[src/rtl/prq_evt_pkg.sv]
`timescale 1ns/1ps
package prq_evt_pkg;
  localparam int unsigned REG_W        = 32;
  localparam int unsigned STS_W        = 2;
  localparam int unsigned STS_PEND_BIT = 0;
  localparam int unsigned STS_OVF_BIT  = 1;
  localparam int unsigned CTL_MASK_BIT = 31;
  localparam int unsigned CTL_IP_BIT   = 30;

  typedef enum logic [1:0] {
    SEL_STS  = 2'd0,
    SEL_CTL  = 2'd1,
    SEL_DATA = 2'd2,
    SEL_ADDR = 2'd3
  } reg_sel_e;
endpackage

[src/rtl/prq_status_reg.sv]
`timescale 1ns/1ps
module prq_status_reg
  import prq_evt_pkg::*;
(
  input  logic             clk_i,
  input  logic             rst_ni,
  input  logic             wr_i,
  input  logic [STS_W-1:0] w1c_i,
  input  logic             set_pend_i,
  input  logic             set_ovf_i,
  output logic [STS_W-1:0] sts_o,
  output logic             wr_all_clear_o
);
  logic [STS_W-1:0] sts_q, sts_d, set_vec, clr_vec;

  always_comb begin
    set_vec = '0;
    set_vec[STS_PEND_BIT] = set_pend_i;
    set_vec[STS_OVF_BIT]  = set_ovf_i;
    clr_vec = wr_i ? w1c_i : '0;
    // hardware set wins over a software clear
    sts_d = (sts_q & ~clr_vec) | set_vec;
  end

  always_ff @(posedge clk_i or negedge rst_ni) begin
    if (!rst_ni) sts_q <= '0;
    else         sts_q <= sts_d;
  end

  assign sts_o          = sts_q;
  assign wr_all_clear_o = wr_i && (sts_d == '0);

  a_r2_w1c_clears: assert property (@(posedge clk_i) disable iff (!rst_ni)
    (wr_i && w1c_i[STS_PEND_BIT] && !set_pend_i) |=> !sts_o[STS_PEND_BIT]);
  a_r3_set_wins_pend: assert property (@(posedge clk_i) disable iff (!rst_ni)
    set_pend_i |=> sts_o[STS_PEND_BIT]);
  a_r3_set_wins_ovf: assert property (@(posedge clk_i) disable iff (!rst_ni)
    set_ovf_i |=> sts_o[STS_OVF_BIT]);
endmodule

[src/rtl/prq_event_ctl.sv]
`timescale 1ns/1ps
module prq_event_ctl
  import prq_evt_pkg::*;
(
  input  logic             clk_i,
  input  logic             rst_ni,
  input  logic             ctl_wr_i,
  input  logic             mask_wdata_i,
  input  logic             sts_clear_i,
  input  logic             evt_req_i,
  input  logic [STS_W-1:0] evt_prev_i,
  output logic             mask_o,
  output logic             ip_o,
  output logic             irq_o
);
  logic mask_q, ip_q, irq_q;
  logic accept, ip_mid, unmask_fire, fire, ip_d, mask_d;

  always_comb begin
    accept      = evt_req_i && (evt_prev_i == '0);
    // status clear first, then a fresh event may set pending again
    ip_mid      = sts_clear_i ? 1'b0 : ip_q;
    if (accept && mask_q) ip_mid = 1'b1;
    mask_d      = ctl_wr_i ? mask_wdata_i : mask_q;
    unmask_fire = ctl_wr_i && !mask_wdata_i && ip_mid;
    fire        = (accept && !mask_q) || unmask_fire;
    ip_d        = unmask_fire ? 1'b0 : ip_mid;
  end

  always_ff @(posedge clk_i or negedge rst_ni) begin
    if (!rst_ni) begin
      mask_q <= 1'b1;
      ip_q   <= 1'b0;
      irq_q  <= 1'b0;
    end else begin
      mask_q <= mask_d;
      ip_q   <= ip_d;
      irq_q  <= fire;
    end
  end

  assign mask_o = mask_q;
  assign ip_o   = ip_q;
  assign irq_o  = irq_q;

  a_r4_suppressed: assert property (@(posedge clk_i) disable iff (!rst_ni)
    (evt_req_i && (evt_prev_i != '0) && !ctl_wr_i) |=> !irq_o);
  a_r6_masked_silent: assert property (@(posedge clk_i) disable iff (!rst_ni)
    (mask_q && !ctl_wr_i) |=> !irq_o);
  a_r7_unmask_replay: assert property (@(posedge clk_i) disable iff (!rst_ni)
    (ctl_wr_i && !mask_wdata_i && ip_q) |=> (irq_o && !ip_o));
  a_r5_no_ip_unmasked: assert property (@(posedge clk_i) disable iff (!rst_ni)
    !mask_o |-> !ip_o);
endmodule

[src/rtl/prq_msg_regs.sv]
`timescale 1ns/1ps
module prq_msg_regs #(
  parameter int unsigned REG_W    = 32,
  parameter int unsigned DATA_W   = 16,
  parameter int unsigned ADDR_LSB = 2
) (
  input  logic             clk_i,
  input  logic             rst_ni,
  input  logic             data_wr_i,
  input  logic             addr_wr_i,
  input  logic [REG_W-1:0] wdata_i,
  output logic [REG_W-1:0] data_o,
  output logic [REG_W-1:0] addr_o
);
  localparam int unsigned ADDR_W = REG_W - ADDR_LSB;

  logic [DATA_W-1:0] data_q;
  logic [ADDR_W-1:0] addr_q;

  always_ff @(posedge clk_i or negedge rst_ni) begin
    if (!rst_ni) begin
      data_q <= '0;
      addr_q <= '0;
    end else begin
      if (data_wr_i) data_q <= wdata_i[DATA_W-1:0];
      if (addr_wr_i) addr_q <= wdata_i[REG_W-1:ADDR_LSB];
    end
  end

  generate
    if (DATA_W < REG_W) begin : g_data_pad
      assign data_o = {{(REG_W-DATA_W){1'b0}}, data_q};
    end else begin : g_data_full
      assign data_o = data_q;
    end
  endgenerate

  assign addr_o = {addr_q, {ADDR_LSB{1'b0}}};
endmodule

[src/rtl/prq_notify.sv]
`timescale 1ns/1ps
module prq_notify
  import prq_evt_pkg::*;
#(
  parameter int unsigned DATA_W   = 16,
  parameter int unsigned ADDR_LSB = 2
) (
  input  logic             clk_i,
  input  logic             rst_ni,
  input  logic             reg_wr_i,
  input  logic [1:0]       reg_sel_i,
  input  logic [REG_W-1:0] reg_wdata_i,
  input  logic             set_pend_i,
  input  logic             set_ovf_i,
  input  logic             evt_req_i,
  input  logic [STS_W-1:0] evt_prev_sts_i,
  output logic [REG_W-1:0] status_o,
  output logic [REG_W-1:0] ctrl_o,
  output logic             irq_o,
  output logic [REG_W-1:0] msg_addr_o,
  output logic [REG_W-1:0] msg_data_o
);
  reg_sel_e         sel;
  logic             wr_sts, wr_ctl, wr_data, wr_addr;
  logic [STS_W-1:0] sts;
  logic             sts_clear, mask, ip;

  assign sel     = reg_sel_e'(reg_sel_i);
  assign wr_sts  = reg_wr_i && (sel == SEL_STS);
  assign wr_ctl  = reg_wr_i && (sel == SEL_CTL);
  assign wr_data = reg_wr_i && (sel == SEL_DATA);
  assign wr_addr = reg_wr_i && (sel == SEL_ADDR);

  prq_status_reg u_sts (
    .clk_i          (clk_i),
    .rst_ni         (rst_ni),
    .wr_i           (wr_sts),
    .w1c_i          (reg_wdata_i[STS_W-1:0]),
    .set_pend_i     (set_pend_i),
    .set_ovf_i      (set_ovf_i),
    .sts_o          (sts),
    .wr_all_clear_o (sts_clear)
  );

  prq_event_ctl u_evt (
    .clk_i        (clk_i),
    .rst_ni       (rst_ni),
    .ctl_wr_i     (wr_ctl),
    .mask_wdata_i (reg_wdata_i[CTL_MASK_BIT]),
    .sts_clear_i  (sts_clear),
    .evt_req_i    (evt_req_i),
    .evt_prev_i   (evt_prev_sts_i),
    .mask_o       (mask),
    .ip_o         (ip),
    .irq_o        (irq_o)
  );

  prq_msg_regs #(
    .REG_W    (REG_W),
    .DATA_W   (DATA_W),
    .ADDR_LSB (ADDR_LSB)
  ) u_msg (
    .clk_i     (clk_i),
    .rst_ni    (rst_ni),
    .data_wr_i (wr_data),
    .addr_wr_i (wr_addr),
    .wdata_i   (reg_wdata_i),
    .data_o    (msg_data_o),
    .addr_o    (msg_addr_o)
  );

  always_comb begin
    status_o = '0;
    status_o[STS_W-1:0] = sts;
    ctrl_o = '0;
    ctrl_o[CTL_MASK_BIT] = mask;
    ctrl_o[CTL_IP_BIT]   = ip;
  end

  a_r8_clear_drops_ip: assert property (@(posedge clk_i) disable iff (!rst_ni)
    (wr_sts && ((sts & ~reg_wdata_i[STS_W-1:0]) == '0) && !set_pend_i
     && !set_ovf_i && !evt_req_i) |=> !ctrl_o[CTL_IP_BIT]);
  a_r10_addr_aligned: assert property (@(posedge clk_i) disable iff (!rst_ni)
    wr_addr |=> (msg_addr_o[REG_W-1:ADDR_LSB] == $past(reg_wdata_i[REG_W-1:ADDR_LSB])));
endmodule

[config.mk]
export PLATFORM = sky130hd
export DESIGN_NAME = prq_notify
export DESIGN_NICKNAME = d
export VERILOG_FILES = /design/src/rtl/prq_evt_pkg.sv /design/src/rtl/prq_status_reg.sv /design/src/rtl/prq_event_ctl.sv /design/src/rtl/prq_msg_regs.sv /design/src/rtl/prq_notify.sv
export SDC_FILE = /design/constraint.sdc
export NUM_CORES = 1
export LEC_CHECK = 0
export BUFFER_PORTS_ARGS = -buffer_cell sky130_fd_sc_hd__buf_2
export CAP_MARGIN = 5
export CORE_MARGIN = 10
export CORE_UTILIZATION = 35
export CTS_CLUSTER_SIZE = 24
export DETAILED_ROUTE_END_ITERATION = 10
export GPL_TIMING_DRIVEN = 1
export HOLD_SLACK_MARGIN = 0.1
export PLACE_DENSITY = 0.69
export SYNTH_ARGS = -nofsm -noshare
export SYNTH_HDL_FRONTEND = slang
export SYNTH_SLANG_ARGS = --single-unit
[constraint.sdc]
create_clock -name clk_i -period 0.92 [get_ports clk_i]
set_input_delay 0.184 -clock clk_i [delete_from_list [all_inputs] [get_ports clk_i]]
set_output_delay 0.184 -clock clk_i [all_outputs]
set_load 0.02 [all_outputs]
==> Word level (Yosys, flattened, before mapping) <==
Index checks and enable logic that the tools add are counted.
{ "word_totals": {"ff_bits": 51, "inputBits": 42, "out_inout_bits": 129, "wordCells": 32} }
{ "op_classes": {"eq_ne": 3, "muxes": 4, "n_bitwise": 3, "n_reduce_logical": 16} }
{ "ops": {"columns": ["cell", "n"], "rows": [
  ["1-bit logical AND", 10],
  ["2-bit logical NOT", 3],
  ["2-bit == test, second input constant", 2],
  ["1-bit 2-to-1 mux", 3],
  ["2-bit bitwise AND", 1],
  ["2-bit by 1-bit == test with 1-bit output, second input constant", 1],
  ["1-bit logical NOT", 2],
  ["2-bit 2-to-1 mux", 1],
  ["2-bit inverter", 1],
  ["2-bit OR", 1],
  ["1-bit logical OR", 1]
]} }

==> Logic depth before layout (Yosys ltp) <==
{ "depth": {"ltp_word": 12, "ltp_mapped": 4, "depth_no_buf": 3} }

==> By module <==
From an unflattened synthesis, not the netlist that was laid out.
{ "hier_totals": {"cells_unflattened": 204, "area_unflattened_um2": 2666.3} }
{ "modules_own_cells": {"columns": ["module", "n_inst", "cells_each", "area_per_inst_um2", "seq_area_each_um2"], "rows": [
  ["prq_msg_regs", 1, 116, 1910.6, 1151.1],
  ["prq_notify", 1, 67, 506.7, 0.0],
  ["prq_event_ctl", 1, 11, 145.1, 76.3],
  ["prq_status_reg", 1, 10, 103.8, 50.0]
]} }

==> Worst setup path after synthesis <==
No wires, ideal clock.
{ "synth_timing": {"kind": "flip-flop to flip-flop", "from": "register u_sts.sts_q[1], in the netlist u_sts.sts_o[1]", "to": "register u_evt.ip_q, in the netlist u_evt.ip_o", "setup_time_ns": 0.139, "arrival_ns": 0.852, "required_time_ns": 0.781, "path_slack_ns": -0.071, "stages_incl_launch_ff": 3, "n_path_buf": 0, "synth_period_minus_slack_ns": 0.991, "path_cell_list": "dfrtp_1 -> a221oi_1 -> a311oi_1"} }
{ "synth_between": {"elab_chain_cells": 8} }
{ "synth_rtl": {"columns": ["element", "line", "text"], "rows": [
  ["from (decl)", "prq_status_reg.sv:14", "logic [STS_W-1:0] sts_q, sts_d, set_vec, clr_vec;"],
  ["from (signal assigned)", "prq_status_reg.sv:27", "else sts_q <= sts_d;"],
  ["2-bit bitwise AND (*)", "prq_status_reg.sv:22", "sts_d = (sts_q & ~clr_vec) | set_vec;"],
  ["2-bit OR (*)", "prq_status_reg.sv:22", null],
  ["2-bit logical NOT (*)", "prq_status_reg.sv:31", "assign wr_all_clear_o = wr_i && (sts_d == '0);"],
  ["1-bit logical AND (*)", "prq_status_reg.sv:31", null],
  ["1-bit 2-to-1 mux (*)", "prq_event_ctl.sv:22", "ip_mid = sts_clear_i ? 1'b0 : ip_q;"],
  ["1-bit 2-to-1 mux (*)", "prq_event_ctl.sv:23", "if (accept && mask_q) ip_mid = 1'b1;"],
  ["1-bit logical AND", "prq_event_ctl.sv:25", "unmask_fire = ctl_wr_i && !mask_wdata_i && ip_mid;"],
  ["1-bit 2-to-1 mux (*)", "prq_event_ctl.sv:27", "ip_d = unmask_fire ? 1'b0 : ip_mid;"],
  ["via u_evt.ip_d", "prq_event_ctl.sv:17", "logic accept, ip_mid, unmask_fire, fire, ip_d, mask_d;"],
  ["to (signal assigned)", "prq_event_ctl.sv:37", "ip_q <= ip_d;"],
  ["to (decl)", "prq_event_ctl.sv:16", "logic mask_q, ip_q, irq_q;"]
]} }
The timed path passes the listed nets; every way through them passes the cells marked *.
A chain may end at the register's enable or synchronous reset.

==> Final worst setup path <==
{ "layout_timing": {"from": "register u_evt.mask_q, in the netlist u_evt.mask_o", "to": "output ctrl_o[31]"} }
{ "layout_lines": {"columns": ["element", "line", "text"], "rows": [
  ["from (decl)", "prq_event_ctl.sv:16", null],
  ["from (signal assigned)", "prq_event_ctl.sv:36", "mask_q <= mask_d;"],
  ["to (decl)", "prq_notify.sv:18", "output logic [REG_W-1:0] ctrl_o,"]
]} }
No word-level cell between the ends.

==> results.cfg <==
[placement]
portBuffers = 92
dpl-instance-area_um2 = 3064
dpl.cell_count = 402
place_congestion = 0.7453
dpl_worst_slack_ps = -251.6
dpl.hpwl_um = 5246

[power]
power.leakage_nw = 2.086
ir_drop_v = 0.0006251
power.density_nw_per_um2 = 1952

[yosys]
syn_avg_cell_area_um2 = 13.18
synth_cell_types = 23
ys_ff_latch = 51
yosysWarnings = 0
synth-seq-area-share_pct = 46.83
syn-instance-count = 207
syn_area_um2 = 2728

[cells_and_area]
area_growth_pct = 42.52
seq_area_um2 = 1279
stdcell_count = 452
final_core_util_pct = 50.83
diodes = 0
finalNetCount = 391
final_area_um2 = 3887
multi_input_area_um2 = 1110
num-fill-cells = 656
drive_gt1_share_pct = 52.86

[timing]
fin_crit_sh_pct = 125.7
max_freq_ghz = 0.8647
worst_slack_ps = -236.4
setup_viol = 54
fin_skew_ps = 5.724
fin_crit_ps = 1156
setup_tns_ps = -6064
rsz0062_at_grt = yes
drv_slew = 0
finalHoldViolCount = 0

[min_path]
hp-class = input port to register

[die]
initial_core_util_pct = 35.67
dieArea_um2 = 11720
fp.dieW_um = 108.3
coreArea_um2 = 7647
dieHeight_um = 108.3
io_pins = 171
fp-row-count = 32

[clock_network]
cts-root-buf = clkbuf_8
htree_num_levels = 2
cts-buffers-inserted = 5
cts_tree = built
clk_pin_slew_worst_paths_ps = 90
clock_latency_ps = 300
clockBufferDepth = 2
cts_sinks = 51

[global_routing]
met3_usage_pct = 4.105
grt_max_degree = 23
antenna_found_initial = 0
grt_pass1_wl_um = 10120
grtUsageMet2_pct = 18.49
grtUsageTotal_pct = 10.78
grt_pass1_vias = 1935
gr-total-overflow = 0
met1_usage_pct = 12.37
top_usage_layer = met2

[worst_setup_path]
crit_path_start_kind = register
crit_chain = buf_6
worstPathMaxFanout = 2
endpoint_kind = primary output
crit_type = register to primary output
worstPathArrival_ps = 970
slowest_delay_ps = 550
slowest_stage = dfstp_2
path_buf_inv = 1
crit_family = flip-flops
critical_path_required_ps = 740

[detailed_routing]
drt_wl_total_um = 7173
firstDrtPassIters = 4
drc = 0
ant_nets = 0
avgViaCountPerCell = 3.898
wl_per_cell_um = 15.87
num_vias = 1762
drt_iter0_drc = 57

[flow_run]
max-cap-violations = 0

[status]
violations = setup timing
outcome = finished, violations left
-- cell type report --
class	instances	area share [%]
Clock buffer	5	1.770
Clock inverter	3	1.191
Inverter	2	0.1931
Multi-Input combinational cell	147	28.55
Sequential cell	51	32.89
Tap cell	102	3.283
Timing Repair Buffer	142	32.12
-- layer usage --
layer / routed length [um] / vias to the layer above
li1: - / 808
met1: 2744 / 849
met2: 3644 / 96
met3: 695 / 9
met4: 89 / 0
met5: 0 / -
-- Yosys cell counts, drive strengths merged --
master / instances / area (um2)
a221oi: 1 / 8.760
a21oi: 1 / 5.000
nor3b: 2 / 15.01
dfrtp: 50 / 1251
nor2b: 1 / 6.260
a311oi: 1 / 8.760
nand3b: 1 / 20.02
inv: 2 / 7.510
o22a: 1 / 8.760
buf: 84 / 645.6
nor3: 1 / 5.000
and2b: 1 / 7.510
o21ai: 3 / 15.01
mux2: 44 / 630.6
conb: 1 / 3.750
dfstp: 1 / 26.28
nand3: 2 / 15.01
nand2: 7 / 26.28
or3: 1 / 6.260
a21o: 2 / 15.01
-- repair_timing --
item / in CTS / in global routing
resized for setup: 103 / 7
pin swaps: 2 / 2
setup endpoints to repair: 52 / 56
setup buffers: 14 / 13
endpoints found under the hold margin: 60 / 4
hold buffers: 11 / 4
-- path summary, 6_finish.rpt --
kind,from,end,slack (ps),cells past startpoint
setup / recovery,u_evt.mask_o$_DFFE_PN1P_,ctrl_o[31],-240,1
hold reg to reg,u_msg.data_q[8]$_DFFE_PN0P_,u_msg.data_q[8]$_DFFE_PN0P_,540,1
setup reg to reg,u_evt.mask_o$_DFFE_PN1P_,u_evt.ip_o$_DFF_PN0_,-150,4
hold / removal,reg_wdata_i[27],u_msg.addr_q[25]$_DFFE_PN0P_,120,2
min in group asynchronous,rst_ni,u_evt.ip_o$_DFF_PN0_,260,2
max in group asynchronous,rst_ni,u_msg.addr_q[23]$_DFFE_PN0P_,180,3
-- metrics by stage --
stage / total power, mW / hold slack, ps
after floorplan: 4.581 / -111.6
after detailed placement: 5.050 / 31.34
final: 7.587 / 116.0
after CTS: 7.444 / 100.7
after global routing: 7.982 / 103.4
after global placement: 5.007 / 33.81
-- registers in the layout, summed over array words and instances, names as in the netlist --
name and flops:
u_evt.mask_o 1, u_msg.data_q 16, u_evt.ip_o 1, u_evt.irq_o 1, u_sts.sts_o 2, u_msg.addr_q 30
-- placed cells by master, fill, tap and decap left out, types with 2 or more instances in the layout --
cell and n:
a21o_1 2, buf_12 3, buf_2 41, buf_4 27, buf_6 56, clkbuf_8 5
conb_1 78, dfrtp_1 49, dlygate4sd3_1 15, inv_1 2, mux2_2 8, mux2_4 36
nand2_1 7, nor3b_1 2, o21ai_0 2
-- where the power goes --
part	internal (mW)	switching, mW
registers	2.65	0.314
logic	1.65	1.39
clock network	0.820	0.765
-- logic make-up (layout without fill, tap and decap cells) --
family	count (synthesis)	count (layout)	share of synthesized area, %
AOI/OAI and AO/OA	9	9	2.247
buffers and inverters	86	152	23.95
DFF	51	51	46.84
muxes	44	44	23.12
other	1	78	0.1375
and+or+nand+nor	16	16	3.716
Power figures use the tool's default switching activity.
